### src/rtl/tk_pkg.sv
// Shared settings-index encoding and flag bit positions for the timekeeper.
package tk_pkg;
    typedef enum logic [2:0] {
        IDX_SECS  = 3'd0,
        IDX_TICKS = 3'd1,
        IDX_FLAGS = 3'd2,
        IDX_ARM   = 3'd3,
        IDX_RATE  = 3'd4
    } tk_idx_e;

    localparam int FLAG_RISE_BIT = 0;
    localparam int FLAG_AUX_BIT  = 1;
    localparam int ARM_IMM_BIT   = 0;
endpackage

### src/rtl/tk_settings.sv
// Settings decode and pending-load state for the timekeeper.
// Holds the pending seconds/ticks, the PPS flags, the tick rate and the armed
// flag. Assumes SEC_W and TICK_W do not exceed DATA_W. A write to the arm index
// in the same cycle as a commit leaves the load armed.
module tk_settings
    import tk_pkg::*;
#(
    parameter int SEC_W       = 32,
    parameter int TICK_W      = 32,
    parameter int DATA_W      = 32,
    parameter int DEFAULT_TPS = 100
) (
    input  logic              clk,
    input  logic              rst_n,
    input  logic              wr_en,
    input  logic [2:0]        wr_idx,
    input  logic [DATA_W-1:0] wr_data,
    input  logic              commit,
    output logic [SEC_W-1:0]  ld_secs,
    output logic [TICK_W-1:0] ld_ticks,
    output logic [TICK_W-1:0] rate,
    output logic              sel_rise,
    output logic              sel_aux,
    output logic              armed,
    output logic              imm_mode,
    output logic              arm_wr
);
    logic hit_secs, hit_ticks, hit_flags, hit_rate;

    // Purpose: one strobe per decoded index.
    always_comb begin
        hit_secs  = wr_en && (wr_idx == IDX_SECS);
        hit_ticks = wr_en && (wr_idx == IDX_TICKS);
        hit_flags = wr_en && (wr_idx == IDX_FLAGS);
        hit_rate  = wr_en && (wr_idx == IDX_RATE);
        arm_wr    = wr_en && (wr_idx == IDX_ARM);
    end

    // Purpose: hold the value registers that software writes.
    always_ff @(posedge clk) begin
        if (!rst_n) begin
            ld_secs  <= '0;
            ld_ticks <= '0;
            rate     <= TICK_W'(DEFAULT_TPS);
            sel_rise <= 1'b0;
            sel_aux  <= 1'b0;
        end else begin
            if (hit_secs)  ld_secs  <= wr_data[SEC_W-1:0];
            if (hit_ticks) ld_ticks <= wr_data[TICK_W-1:0];
            if (hit_rate)  rate     <= wr_data[TICK_W-1:0];
            if (hit_flags) begin
                sel_rise <= wr_data[FLAG_RISE_BIT];
                sel_aux  <= wr_data[FLAG_AUX_BIT];
            end
        end
    end

    // Purpose: arm on a write to the arm index and disarm on commit; arming wins.
    always_ff @(posedge clk) begin
        if (!rst_n) begin
            armed    <= 1'b0;
            imm_mode <= 1'b0;
        end else if (arm_wr) begin
            armed    <= 1'b1;
            imm_mode <= wr_data[ARM_IMM_BIT];
        end else if (commit) begin
            armed    <= 1'b0;
        end
    end
endmodule

### src/rtl/tk_pps_edge.sv
// PPS source select, synchronizer and edge detector.
// Chooses one of two asynchronous PPS inputs, passes it through SYNC_STAGES
// flops and then flags the chosen edge direction as a one-cycle pulse. It assumes
// the PPS pulses are much longer than a clock period.
module tk_pps_edge #(
    parameter int SYNC_STAGES = 2
) (
    input  logic clk,
    input  logic rst_n,
    input  logic pps_a,
    input  logic pps_b,
    input  logic use_b,
    input  logic want_rise,
    output logic pps_hit
);
    localparam int CHAIN_W = SYNC_STAGES + 1;

    logic               raw_sel;
    logic [CHAIN_W-1:0] chain;
    logic               now_lvl, old_lvl;

    // Purpose: pick the source before synchronizing.
    always_comb raw_sel = use_b ? pps_b : pps_a;

    // Purpose: synchronizer flops plus one history flop.
    always_ff @(posedge clk) begin
        if (!rst_n) chain <= '0;
        else        chain <= {chain[CHAIN_W-2:0], raw_sel};
    end

    // Purpose: compare the synchronized level with its previous value.
    always_comb begin
        now_lvl = chain[SYNC_STAGES-1];
        old_lvl = chain[SYNC_STAGES];
        pps_hit = want_rise ? (now_lvl && !old_lvl) : (!now_lvl && old_lvl);
    end
endmodule

### src/rtl/tk_counter.sv
// Seconds/ticks counter with a programmable wrap and a priority load.
// A load wins over both increment and rollover. A rate of 0 makes ticks
// wrap at the all-ones value.
module tk_counter #(
    parameter int SEC_W  = 32,
    parameter int TICK_W = 32
) (
    input  logic              clk,
    input  logic              rst_n,
    input  logic              load,
    input  logic [SEC_W-1:0]  ld_secs,
    input  logic [TICK_W-1:0] ld_ticks,
    input  logic [TICK_W-1:0] rate,
    output logic [SEC_W-1:0]  secs,
    output logic [TICK_W-1:0] ticks
);
    logic last_tick;

    // Purpose: detect the final tick of the current second.
    always_comb last_tick = (ticks == rate - TICK_W'(1));

    // Purpose: load, roll over or step the time.
    always_ff @(posedge clk) begin
        if (!rst_n) begin
            secs  <= '0;
            ticks <= '0;
        end else if (load) begin
            secs  <= ld_secs;
            ticks <= ld_ticks;
        end else if (last_tick) begin
            secs  <= secs + SEC_W'(1);
            ticks <= '0;
        end else begin
            ticks <= ticks + TICK_W'(1);
        end
    end
endmodule

### src/rtl/pps_timekeeper.sv
// Top of the PPS-latched timekeeper: settings decode, PPS edge path and counter.
// A load commits when armed and either in immediate mode or on the chosen
// PPS edge. Settings writes are single-cycle strobes in the clk domain.
module pps_timekeeper #(
    parameter int SEC_W       = 32,
    parameter int TICK_W      = 32,
    parameter int DATA_W      = 32,
    parameter int DEFAULT_TPS = 100,
    parameter int SYNC_STAGES = 2
) (
    input  logic              clk,
    input  logic              rst_n,
    input  logic              cfg_we,
    input  logic [2:0]        cfg_idx,
    input  logic [DATA_W-1:0] cfg_data,
    input  logic              pps_main,
    input  logic              pps_aux,
    output logic [SEC_W-1:0]  now_secs,
    output logic [TICK_W-1:0] now_ticks
);
    logic [SEC_W-1:0]  ld_secs;
    logic [TICK_W-1:0] ld_ticks;
    logic [TICK_W-1:0] rate;
    logic sel_rise, sel_aux, armed, imm_mode, arm_wr, pps_hit, commit;

    tk_settings #(
        .SEC_W(SEC_W), .TICK_W(TICK_W), .DATA_W(DATA_W), .DEFAULT_TPS(DEFAULT_TPS)
    ) u_set (
        .clk(clk), .rst_n(rst_n), .wr_en(cfg_we), .wr_idx(cfg_idx),
        .wr_data(cfg_data), .commit(commit), .ld_secs(ld_secs),
        .ld_ticks(ld_ticks), .rate(rate), .sel_rise(sel_rise),
        .sel_aux(sel_aux), .armed(armed), .imm_mode(imm_mode), .arm_wr(arm_wr)
    );

    tk_pps_edge #(.SYNC_STAGES(SYNC_STAGES)) u_pps (
        .clk(clk), .rst_n(rst_n), .pps_a(pps_main), .pps_b(pps_aux),
        .use_b(sel_aux), .want_rise(sel_rise), .pps_hit(pps_hit)
    );

    // Purpose: decide when the pending time is applied.
    always_comb commit = armed && (imm_mode || pps_hit);

    tk_counter #(.SEC_W(SEC_W), .TICK_W(TICK_W)) u_cnt (
        .clk(clk), .rst_n(rst_n), .load(commit), .ld_secs(ld_secs),
        .ld_ticks(ld_ticks), .rate(rate), .secs(now_secs), .ticks(now_ticks)
    );
endmodule

### config.mk
export PLATFORM = sky130hd
export DESIGN_NAME = pps_timekeeper
export DESIGN_NICKNAME = d
export VERILOG_FILES = /design/src/rtl/tk_pkg.sv /design/src/rtl/tk_settings.sv /design/src/rtl/tk_pps_edge.sv /design/src/rtl/tk_counter.sv /design/src/rtl/pps_timekeeper.sv
export SDC_FILE = /design/constraint.sdc
export NUM_CORES = 1
export LEC_CHECK = 0
export ABC_AREA = 1
export CAP_MARGIN = 10
export CORE_ASPECT_RATIO = 0.75
export CORE_UTILIZATION = 48
export DETAILED_ROUTE_END_ITERATION = 10
export PLACE_DENSITY = 0.7
export SYNTH_ARGS = -nofsm -noshare
export SYNTH_HDL_FRONTEND = slang
export SYNTH_SLANG_ARGS = --single-unit
export TNS_END_PERCENT = 5
### constraint.sdc
create_clock -name clk -period 5.2 [get_ports clk]
set_input_delay 1.56 -clock clk [delete_from_list [all_inputs] [get_ports clk]]
set_output_delay 1.56 -clock clk [all_outputs]
set_load 0.05 [all_outputs]
==> impl_metrics.env <==
export IMPL_status="finished, final reports clean"
export IMPL_fin_util=0.5873
export IMPL_cp_end_kind="primary output"
export IMPL_die_area_um2=19720
export IMPL_setup_tns_ns=0
export IMPL_hold_depth=2
export IMPL_hold_class="register to register"
export IMPL_drt_iter0_drc=1183
export IMPL_grt_pass1_wl_mm=43.93
export IMPL_ctsResizeCount=0
export IMPL_crit_path_max_incr_delay_ns=0.87
export IMPL_intPower_mw=2.237
export IMPL_period_minus_slack_ns=3.401
export IMPL_yosysWarnings=0
export IMPL_dieHeight_um=121.9
export IMPL_relSlewSlack=0.2817
export IMPL_critical_path_top_delay_family="buffers and inverters"
export IMPL_post_cts_buffers=0
export IMPL_rrSetupSlack_ns=2.28
export IMPL_chipWidth_um=161.8
export IMPL_max_freq_mhz=294.0
export IMPL_min_from="u_pps.chain[0]$_SDFF_PN0_"
export IMPL_reg2reg_depth=15
export IMPL_htree_levels=4
export IMPL_clk_insertion_delay_late_ns=0.44
export IMPL_layout_common_cells="298 x nand2_1, 206 x nor2_1, 167 x dfxtp_1"
export IMPL_synth_top_cells_by_area="dfxtp_1 36%, nand2_1 12%, nor2_1 8.4%"
export IMPL_synth_nets=1432
export IMPL_clock_root_buffer="clkbuf_16"
export IMPL_min_delay_worst_endpoint="u_pps.chain[1]$_SDFF_PN0_"
export IMPL_clkSinkCount=167
export IMPL_p_switching_uw=720.8
export IMPL_place_area_um2=10290
export IMPL_final_area_um2=10930
export IMPL_synth_avg_cell_area_um2=6.619
export IMPL_cts_buffers_inserted=17
export IMPL_synthCells=1389
export IMPL_antenna_found_initial=0
export IMPL_rsz0062_at_grt="false"
export IMPL_timing_final_crit_share=0.6540
export IMPL_synth_seq_cells=167
export IMPL_initial_core_util=0.4939
export IMPL_tightest_slew_ns=1.076
export IMPL_antenna_cells=0
export IMPL_worstPathRequired_ns=3.64
export IMPL_path_cells="clkdlybuf4s50_1"
export IMPL_ant_nets=0
export IMPL_max_vdd_ir_drop_uv=175.7
export IMPL_vias_per_cell=5.432
export IMPL_setup_violations=0
export IMPL_rows=43
export IMPL_ys_seq_area_frac=0.3636
export IMPL_total_power_mw=2.957
export IMPL_nets=1499
export IMPL_globalplace_congestion=0.9701
export IMPL_skew_ns=0.007106
export IMPL_track_usage=0.2887
export IMPL_leakagePower_nw=4.289
export IMPL_final_hold_violation_count=0
export IMPL_grt_max_degree=102
export IMPL_vias=9316
export IMPL_hold_buffers=0
export IMPL_synth_top_area_frac=0.3636
export IMPL_first_pass_iters=5
export IMPL_yosysTopAreaCell="dfxtp_1"
export IMPL_p_seq_frac=0.451
export IMPL_hpwlAfterDp_mm=19.67
export IMPL_swShare=0.2437
export IMPL_drv_cap=0
export IMPL_syn_to_final_growth_pct=18.92
export IMPL_path_clk_slew_ns=0.07
export IMPL_arrival_ns=1.84
export IMPL_path_class="register to primary output"
export IMPL_clock_path_buffers=2
export IMPL_path_buf_inv=1
export IMPL_drcViolationCount=0
export IMPL_p_clk_frac=0.468
export IMPL_final_common_cell="nand2_1"
export IMPL_r2r_end="u_cnt.secs[28]$_SDFFE_PN0P_"
export IMPL_drive_gt1_frac=0.04768
export IMPL_cts_tree="done"
export IMPL_p_comb_frac=0.081
export IMPL_numPortBuffers=103
export IMPL_grt_pass1_vias=8086
export IMPL_core_area_um2=18620
export IMPL_grt_overflow_total=0
export IMPL_wire_per_inst_um=16.30
export IMPL_finalWirelength_mm=27.96
export IMPL_netlist_area_um2=9194
export IMPL_pwr_density_cell_nw_per_um2=270.5
export IMPL_io_pins=104
export IMPL_crit_path_start_kind="register"
export IMPL_r2r_start="u_set.rate[1]$_SDFFE_PN0P_"
export IMPL_drv_slew=0
export IMPL_cp_max_fo=6
export IMPL_slowest_stage="clkdlybuf4s50_1"
export IMPL_fillers=1835
export IMPL_crit_start="u_cnt.ticks[21]$_SDFF_PN0_"
export IMPL_synth_cell_types=32
metal layers:
layer  global-route usage  vias up  routed length, um
met5                    0        -                  0
met4              0.07252        0                419
met3              0.05958       26               2410
met2               0.4252      378              11770
met1               0.4258     4294              13360
li1                     -     4618                  -
cell usage after synthesis:
library cell,number
a21oi_1,113
a31oi_1,1
and3_1,2
buf_1,3
buf_4,2
buf_6,9
clkbuf_1,49
clkinv_1,1
dfxtp_1,167
ha_1,3
inv_1,124
inv_2,6
nand2_1,299
nand2_2,4
nand3_1,73
nand3_2,1
nand3b_1,28
nand4_1,21
nor2_1,206
nor2_2,9
nor2_4,2
nor3_1,29
nor3_2,2
nor4_1,6
o211ai_1,3
o21ai_0,126
o21ai_1,2
o21bai_1,7
o31ai_1,1
or2_2,2
xnor2_1,26
xor2_1,62
area by class of cell:
type | count | area, um^2 | area share
multi-input cells | 1028 | 5065 | 0.4633
flip-flops and latches | 167 | 3343 | 0.3058
repair buffers | 111 | 1086 | 0.09934
inverters | 131 | 491.7 | 0.04498
clock buffers | 20 | 466.7 | 0.04269
well taps | 247 | 309.0 | 0.02827
clock inverters | 11 | 171.4 | 0.01568
kinds of logic (layout without fill, tap and decap cells):
kind of cell	count (synthesis)	in the layout	share of synthesized area
simple gates	684	684	0.3202
xor+xnor	88	88	0.08383
buf+inv	194	273	0.08737
fa+ha+maj	3	3	0.004083
compound gates	253	253	0.1409
flops	167	167	0.3636
how the worst max path moves through the flow:
stage                     slack (ns)                               to  cells past startpoint
after detailed placement        1.55  u_set.ld_ticks[19]$_SDFFE_PN0P_                      9
after global placement          1.60  u_set.ld_ticks[30]$_SDFFE_PN0P_                      9
after floorplan                 2.30      u_set.rate[16]$_SDFFE_PN0P_                      8
after CTS                       1.80                    now_ticks[21]                      1
after global routing            1.70  u_set.ld_ticks[21]$_SDFFE_PN0P_                      9
final                           1.80                    now_ticks[21]                      1
stage by stage:
stage	hold slack (ns)	setup WS, ns	instances
after floorplan	0.3905	2.295	1389
after global placement	0.3954	1.600	1684
after detailed placement	0.4034	1.553	1684
after CTS	0.4183	1.799	1715
after global routing	0.4397	1.699	1715
final	0.4146	1.799	1715
flip-flops by register name (all words and copies together) (netlist names), 3 cells and up:
name and count:
u_cnt.secs 32, u_cnt.ticks 32, u_pps.chain 3, u_set.ld_secs 32, u_set.ld_ticks 32, u_set.rate 32
power by group through the flow:
stage          Combinational [mW]  Clock, mW  Sequential (mW)
2_1_floorplan               0.144          0             1.36
3_3_place_gp                0.232          0             1.36
3_5_place_dp                0.235          0             1.36
4_1_cts                     0.236       1.40             1.33
5_1_grt                     0.268       1.45             1.34
6_report                    0.240       1.38             1.33
Note: power is estimated with default switching activity, not from simulation.
